===== config.mk =====
export PLATFORM = sky130hd
export DESIGN_NAME = rxb_watermark
export DESIGN_NICKNAME = d
export VERILOG_FILES = /design/src/rtl/rxb_watermark.sv
export SDC_FILE = /design/constraint.sdc
export NUM_CORES = 1
export LEC_CHECK = 0
export BUFFER_PORTS_ARGS = -buffer_cell sky130_fd_sc_hd__buf_2
export CORE_MARGIN = 2
export CORE_UTILIZATION = 40
export CTS_CLUSTER_DIAMETER = 120
export DETAILED_ROUTE_END_ITERATION = 7
export PLACE_DENSITY = 0.57
export SKIP_CTS_REPAIR_TIMING = 1
export SLEW_MARGIN = 20
export SYNTH_ARGS = -nofsm -noshare
export SYNTH_HDL_FRONTEND = slang
export SYNTH_SLANG_ARGS = --single-unit

===== constraint.sdc =====
create_clock -name clk -period 4.21 [get_ports clk]
set_clock_uncertainty 0.15 [all_clocks]
set_input_delay 0.2105 -clock clk [delete_from_list [all_inputs] [get_ports clk]]
set_output_delay 0.2105 -clock clk [all_outputs]
set_load 0.01 [all_outputs]

===== src/rtl/rxb_watermark.sv =====
module rxb_watermark #(
  parameter int NP          = 8,
  parameter int SW          = 8,
  parameter int CW          = 13,
  parameter int FRAME_BYTES = 9728,
  parameter int SKID_CR     = 896,
  parameter logic [NP-1:0] DROP_MASK_RST  = 'h7D,
  parameter logic [NP-1:0] PAUSE_MASK_RST = 'h14,
  parameter logic [NP-1:0] ECN_MASK_RST   = 'h10
) (
  input  logic                    clk,
  input  logic                    rst_n,
  input  logic [NP-1:0]           enq,
  input  logic [NP-1:0]           deq,
  input  logic                    cfg_size_we,
  input  logic [$clog2(NP)-1:0]   cfg_idx,
  input  logic [SW-1:0]           cfg_size,
  input  logic                    cfg_mask_we,
  input  logic [NP-1:0]           cfg_drop_mask,
  input  logic [NP-1:0]           cfg_pause_mask,
  input  logic [NP-1:0]           cfg_ecn_mask,
  input  logic                    pause_glb_en,
  output logic [NP-1:0]           pause_req,
  output logic [NP-1:0]           drop,
  output logic [NP-1:0]           ecn_mark
);
  localparam int IW = $clog2(NP);
  localparam logic [CW-1:0] FRAME_CR = CW'(FRAME_BYTES / 64);
  localparam logic [CW-1:0] SKID     = CW'(SKID_CR);
  localparam logic [CW-1:0] NEVER    = {CW{1'b1}};

  logic [NP-1:0] drop_mask_q, pause_mask_q, ecn_mask_q;
  logic [NP-1:0][CW-1:0] occ_v;
  logic [NP-1:0][SW-1:0] size_v;

  always_ff @(posedge clk) begin
    if (!rst_n) begin
      drop_mask_q  <= DROP_MASK_RST;
      pause_mask_q <= PAUSE_MASK_RST;
      ecn_mask_q   <= ECN_MASK_RST;
    end else if (cfg_mask_we) begin
      drop_mask_q  <= cfg_drop_mask;
      pause_mask_q <= cfg_pause_mask;
      ecn_mask_q   <= cfg_ecn_mask;
    end
  end

  for (genvar i = 0; i < NP; i++) begin : g_part
    logic [SW-1:0] size_q;
    logic [CW-1:0] occ_q;
    logic          pst_q;
    logic [CW-1:0] sz32, qtr, cap, on_raw, drop_raw, ecn_raw;
    logic [CW-1:0] pon, poff, dth, eth;
    logic          used, hit, pause_now;

    assign used     = |size_q;
    assign hit      = cfg_size_we && (cfg_idx == IW'(i));
    assign sz32     = CW'(size_q) << 5;
    assign qtr      = CW'(size_q) << 3;
    assign cap      = used ? sz32 + CW'(4) : '0;
    assign on_raw   = (sz32 > SKID) ? sz32 - SKID : '0;
    assign drop_raw = (sz32 > FRAME_CR) ? sz32 - FRAME_CR : '0;
    assign ecn_raw  = (qtr > FRAME_CR) ? qtr : FRAME_CR;

    assign pon  = pause_mask_q[i] ? on_raw   : NEVER;
    assign poff = pause_mask_q[i] ? SKID     : NEVER;
    assign dth  = drop_mask_q[i]  ? drop_raw : NEVER;
    assign eth  = ecn_mask_q[i]   ? ecn_raw  : NEVER;

    assign pause_now   = used && ((occ_q >= pon) || (pst_q && (occ_q > poff)));
    assign pause_req[i] = pause_now && pause_glb_en;
    assign drop[i]      = used && (occ_q >= dth);
    assign ecn_mark[i]  = used && (occ_q >= eth);
    assign occ_v[i]     = occ_q;
    assign size_v[i]    = size_q;

    always_ff @(posedge clk) begin
      if (!rst_n) begin
        size_q <= '0;
        occ_q  <= '0;
        pst_q  <= 1'b0;
      end else if (hit) begin
        size_q <= cfg_size;
        occ_q  <= '0;
        pst_q  <= 1'b0;
      end else begin
        pst_q <= pause_now;
        if (enq[i] && !deq[i] && (occ_q < cap))
          occ_q <= occ_q + CW'(1);
        else if (deq[i] && !enq[i] && (occ_q != '0))
          occ_q <= occ_q - CW'(1);
      end
    end
  end
endmodule


## Word level (Yosys, flattened, before mapping)

Cells that the tools add are included.

| storage, ports and cells | value |
|---|---|
| bits in registers | 200 |
| bits of input ports | 56 |

| cells by class | value |
|---|---|
| $add $sub $neg | 40 |
| magnitude comparators | 64 |
| equal/unequal tests | 7 |
| muxes and demuxes | 80 |
| bitwise operators | 1 |
| reductions and logical operators | 137 |

Operator list:

| kind | number |
|---|---|
| 13-bit 2-to-1 mux | 72 |
| 13-bit >= comparator | 24 |
| 13-bit by 1-bit adder with 13-bit output, second input constant | 8 |
| 13-bit by 3-bit adder with 13-bit output, second input constant | 8 |
| 13-bit by 10-bit > comparator with 1-bit output, second input constant | 8 |
| 13-bit > comparator | 8 |
| 13-bit by 8-bit > comparator with 1-bit output, second input constant | 8 |
| 13-bit less-than comparator | 8 |
| 13-bit nonzero test | 8 |
| 13-bit by 1-bit subtractor with 13-bit output, second input constant | 8 |
| 13-bit by 10-bit subtractor with 13-bit output, second input constant | 8 |
| 13-bit by 8-bit subtractor with 13-bit output, second input constant | 8 |
| 11-bit by 8-bit > comparator with 1-bit output, second input constant | 8 |
| 11-bit 2-to-1 mux | 8 |
| 1-bit logical AND | 80 |
| 8-bit OR reduction | 8 |
| 1-bit logical NOT | 16 |
| 2-bit nonzero test | 8 |
| 2-bit OR reduction | 8 |
| 3-bit equality test, second input constant | 4 |
| 1-bit logical OR | 8 |
| 3-bit by 2-bit equality test with 1-bit output, second input constant | 2 |
| 3-bit by 1-bit equality test with 1-bit output, second input constant | 1 |
| 3-bit logical NOT | 1 |
| 1-bit inverter | 1 |

## Logic depth before layout (Yosys ltp)

| depth | value |
|---|---|
| depth after elaboration | 7 |
| depth in mapped cells | 20 |
| gate-level depth less buffers | 19 |

## Worst setup path after synthesis

OpenSTA, ideal clock, no wires.

| timing path | value |
|---|---|
| path kind | flip-flop to flip-flop |
| start | register g_part[4].size_q[2] |
| end | register g_part[4].occ_q[12] |
| setup time | 0.128 ns |
| arrival time | 4.017 ns |
| path slack | -0.085 ns |
| stages on the path, launching flop included | 19 |
| period minus slack after synthesis | 4.295 ns |
| path through | dfxtp_1 > clkbuf_1 > inv_1 > ha_1 > nand4_1 > nand2_1 > ha_1 > o2111ai_1 > a31oi_1 > a2bb2oi_1 > inv_1 > fa_1 > nand2b_1 > a21oi_1 > o211ai_1 > a21oi_1 > mux2i_1 > xnor2_1 > nor2_1 |

| between the ends | value |
|---|---|
| word-level cells in the longest chain between the ends | 5 |

RTL lines:

| item | line | source |
|---|---|---|
| start, declared | 49 | `logic [SW-1:0] size_q;` |
| start signal, assigned | 83 | `size_q <= cfg_size;` |
| 13-bit by 3-bit adder with 13-bit output / 8-bit OR reduction (equally long branches) | 60, 56 |  |
| 13-bit 2-to-1 mux * | 60 | `assign cap = used ? sz32 + CW'(4) : '0;` |
| 13-bit less-than comparator * | 88 | `if (enq[i] && !deq[i] && (occ_q < cap))` |
| 1-bit logical AND * | 88 |  |
| 13-bit 2-to-1 mux / 2-bit nonzero test (equally long branches) | -- |  |
| end signal, assigned | 89 | `occ_q <= occ_q + CW'(1);` |
| end signal, assigned | 91 | `occ_q <= occ_q - CW'(1);` |
| end, declared | 50 | `logic [CW-1:0] occ_q;` |

Mark *: on every way between the ends. The rest lies on a longest branch, timed or not.
A chain may end at the register's enable or synchronous reset.

## Final worst setup path

| timing path | value |
|---|---|
| start | register g_part[5].size_q[0] |
| end | register g_part[5].occ_q[10] |

| between the ends | value |
|---|---|
| word-level cells in the longest chain between the ends | 5 |

RTL lines:

| item | line |
|---|---|
| start, declared | 49 |
| start signal, assigned | 83 |
| 13-bit by 3-bit adder with 13-bit output / 8-bit OR reduction (equally long branches) | 60, 56 |
| 13-bit 2-to-1 mux * | 60 |
| 13-bit less-than comparator * | 88 |
| 1-bit logical AND * | 88 |
| 13-bit 2-to-1 mux / 2-bit nonzero test (equally long branches) | -- |
| end signal, assigned | 89 |
| end signal, assigned | 91 |
| end, declared | 50 |

Marked as above.

==> flow_summary.rst <==
.. list-table::
   :header-rows: 1

   * - Metric
     - Value
   * - Status
     - complete, no violations
   * - Maximum number of pins on one net before global-route repair
     - 44
   * - Top cell family by delay on the critical path
     - compound AO/OA/AOI/OAI gates
   * - Final setup viols
     - 0
   * - Top Ports
     - 80
   * - Sort of element at the start of the critical path
     - flip-flop
   * - Count of cell instances traversed by the critical path
     - 16
   * - Share of post-route cells with drive strength above 1
     - 0.0998
   * - Initial standard-cell utilization of the core
     - 0.405
   * - Type of element capturing the critical path
     - flip-flop
   * - First-pass GRT wire length
     - 116 mm
   * - Clk root buf
     - sky130_fd_sc_hd__clkbuf_16
   * - #FFs+latches synth
     - 200
   * - Worst supply voltage drop on vdd
     - around 0.54 mV
   * - Net count of the mapped netlist
     - 3655
   * - Chain of cells forming the critical path
     - inv_1 > ha_1 > nand4_1 > nand2_1 > ha_1 > a21o_1 > a221o_1 > a211o_4 > ha_1 > a21o_1 > nor3_4 > a211oi_2 > o21a_1 > o21ai_0 > or3b_1 > a21oi_1
   * - HPWL after detailed placement
     - approximately 56 mm
   * - Total count of hold-check failures in the final report
     - 0
   * - CP max stage delay
     - a little under 400 ps
   * - Endpoint required time on the critical path
     - about 4500 ps
   * - Worst Setup EP
     - g_part[5].occ_q[10]
   * - Core area
     - approximately 60000 µm²
   * - WL/cell
     - approximately 18 µm
   * - Layout net count
     - between 3000 and 4000
   * - Last weighted congestion value of the routability-driven placer
     - ~0.92
   * - Max-slew violation total from the final report
     - 0
   * - Headroom to the max-slew limit
     - 0.362
   * - P per Cell Area
     - between 600 and 700 nW/µm²
   * - Slowest CP cell
     - sky130_fd_sc_hd__a211o_4
   * - Area growth from synthesis to final layout
     - 14.5%
   * - Max-capacitance violation count
     - 0
   * - Number of distinct standard cells referenced by the synthesized netlist
     - 76
   * - Final global-route overflow total
     - 0
   * - Leakage dissipation
     - ~0.013 µW
   * - Number of DRC markers in iteration 0
     - ~1300
   * - Pre-antenna DRT Iters
     - 7
   * - Slew at the pin closest to its max-slew limit
     - about 950 ps
   * - Die X-Extent
     - ~250 µm
   * - Leading register cell type out of synthesis
     - sky130_fd_sc_hd__dfxtp_1
   * - Cell mode on critical path
     - sky130_fd_sc_hd__ha_1
   * - GRT Resource Usage Total
     - 0.234
   * - Routed wire length
     - 72.4 mm
   * - Later-pin clock latency in the skew report
     - around 510 ps
   * - Sum of internal, switching and leakage power
     - 18300 µW
   * - Number of inserted filler cells in the final layout
     - a little under 6000
   * - Drt drc
     - 0
   * - Hold Path Class
     - input pin to flip-flop
   * - Length in cells of the worst reg-to-reg path
     - 16
   * - Mean cell area of the mapped netlist
     - 7.83 µm²
   * - Floorplan die height
     - 248 µm
   * - Critical path startpoint
     - g_part[5].size_q[0]
   * - Via count of the first global-routing pass
     - 22366
   * - Capture instance of the worst register-to-register path
     - g_part[5].occ_q[10]
   * - Worst Path Buf+Inv
     - 1
   * - Clock tree from TritonCTS
     - built
   * - Number of antenna violations at the first check in global routing
     - 6
   * - H-tree depth reported by CTS
     - 4
   * - Most frequent cells in the layout
     - sky130_fd_sc_hd__ha_1 (536), sky130_fd_sc_hd__nor2_1 (333), sky130_fd_sc_hd__nand2_1 (301), sky130_fd_sc_hd__a21oi_1 (240), sky130_fd_sc_hd__dfxtp_1 (199)
   * - Share of the yosys chip area belonging to registers
     - 0.168
   * - Die area
     - 61700 µm²
   * - Minimum setup slack among reg-to-reg paths
     - 170 ps
   * - Period utilization
     - 0.959
   * - Crit Reg-Reg Startpoint
     - g_part[5].size_q[0]
   * - Post-detailed-route via-to-cell ratio
     - between 5 and 6
   * - Sink count of the clock tree
     - 200
   * - Largest driver fanout on the critical path
     - 8
   * - Post-route minimum period
     - a little over 4000 ps
   * - Antenna-violating nets left
     - 0
   * - Clock transition time at the flip-flop clock pins of the worst setup and hold paths
     - 80 ps
   * - Commonest non-fill, non-tap cell in the layout
     - sky130_fd_sc_hd__ha_1
   * - Rows
     - 89
   * - Number of clock buffers inserted by TritonCTS
     - 17
   * - Critical path class
     - flip-flop to flip-flop
   * - Arrival time worst endpoint
     - ~4300 ps
   * - Number of synthesized flops with an enable pin
     - 0
   * - Gate Count Post-Synth
     - 3050
   * - Largest buffer count on any clock path
     - 2
   * - Total of buffers placed on input and output ports
     - 79
   * - Mapped cell area
     - between 20000 and 25000 µm²
   * - Async SR Flop Fraction
     - 0
   * - Number of vias in the routed layout
     - roughly 23000
   * - Upper clock frequency limit
     - approximately 0.25 GHz
   * - Sum of negative setup slack
     - 0 ps
   * - Yosys warnings
     - 0
[worst register-to-register path, delay by kind of cell, from the launching register on]
family	cells	cell delay [ps]
buffers and inverters	1	60
and+or+nand+nor	4	820
adders and majority gates	3	850
DFF	1	340
AOI/OAI and AO/OA	8	1760
[report_power, final]
part           total, µW  internal (µW)  switching [µW]  leakage [µW]
Combinational      13300           6180            7110        0.0112
Clock               1920           1030             890      0.000316
Sequential          3110           2350             755       0.00164
[stage by stage]
stage               utilization  cell area (µm²)  cells  worst slack (ps)  hold slack, ps
finish                    0.463            27300   4054               174            7.75
global route              0.463            27300   4051             -20.0            16.8
CTS                       0.452            26700   3997              58.2            -272
detailed placement        0.441            26000   3965              64.3             284
global placement          0.441            26000   3965               142             278
floorplan                     -            23900   3050              29.6             191
[how the worst min path moves through the flow]
stage                               end               from  slack [ps]  cells after the start
floorplan                drop_mask_q[0]   cfg_drop_mask[0]         190                      2
global placement          ecn_mask_q[4]    cfg_ecn_mask[4]         280                      3
detailed placement        ecn_mask_q[4]    cfg_ecn_mask[4]         280                      3
CTS                     pause_mask_q[2]  cfg_pause_mask[2]        -270                      3
global route        g_part[1].occ_q[11]             deq[1]          20                      4
finish              g_part[1].occ_q[11]             deq[1]           8                      4
[cells by family after synthesis]
logic type,synth area share
AND/OR/NAND/NOR,0.198
AO/OA/AOI/OAI,0.234
adder cells (fa/ha/maj),0.290
buffers and inverters,0.0373
flip-flops,0.168
XOR/XNOR,0.0433
multiplexers,0.0290
[synth_stat cells (all sizes together), types with 16 or more instances]
cell    count  share of area
a211oi     84          0.026
a21boi     66          0.021
a21o      121          0.038
a21oi     242          0.051
a31oi      17         0.0045
and3       16         0.0042
buf        27         0.0060
clkbuf     58         0.0091
dfxtp     200           0.17
ha        541           0.28
inv       131          0.021
mux2i      68          0.029
nand2     304          0.048
nand2b     39          0.010
nand3      74          0.016
nand4      65          0.017
nor2      334          0.053
nor2b      52          0.014
nor3       58          0.012
nor4       22         0.0058
o211ai     35          0.011
o21a       33          0.010
o21ai     163          0.034
or3        17         0.0047
xnor2      98          0.036
xor2       20         0.0073
[flip-flops by register name, summed over array words and instances (netlist names)]
| name | cells |
|---|---|
| drop_mask_q | 8 |
| ecn_mask_q | 8 |
| pause_mask_q | 8 |
| g_part.occ_q | 104 |
| g_part.pst_q | 8 |
| g_part.size_q | 64 |
[per-layer routing]
layer / track usage / share of wire / vias to the layer above / wire, µm
met3: 0.0408 / 0.046 / 115 / 3350
met5: 0 / 0.00047 / - / 34
met2: 0.394 / 0.47 / 480 / 34000
met1: 0.298 / 0.46 / 10934 / 33100
met4: 0.0884 / 0.027 / 6 / 1970
li1: - / - / 11620 / -
[layout make-up]
class                           instances  area [µm²]  share of cell area
Clock inverter                         14         208             0.00760
Clock buffer                           18         439              0.0161
Timing Repair Buffer                  281        2010              0.0734
Sequential cell                       200        4010               0.147
Multi-Input combinational cell       2624       19200               0.701
Antenna cell                            3        7.51            0.000275
Tap cell                              773         967              0.0354
Inverter                              141         529              0.0194
Power figures use the tool's default switching activity.
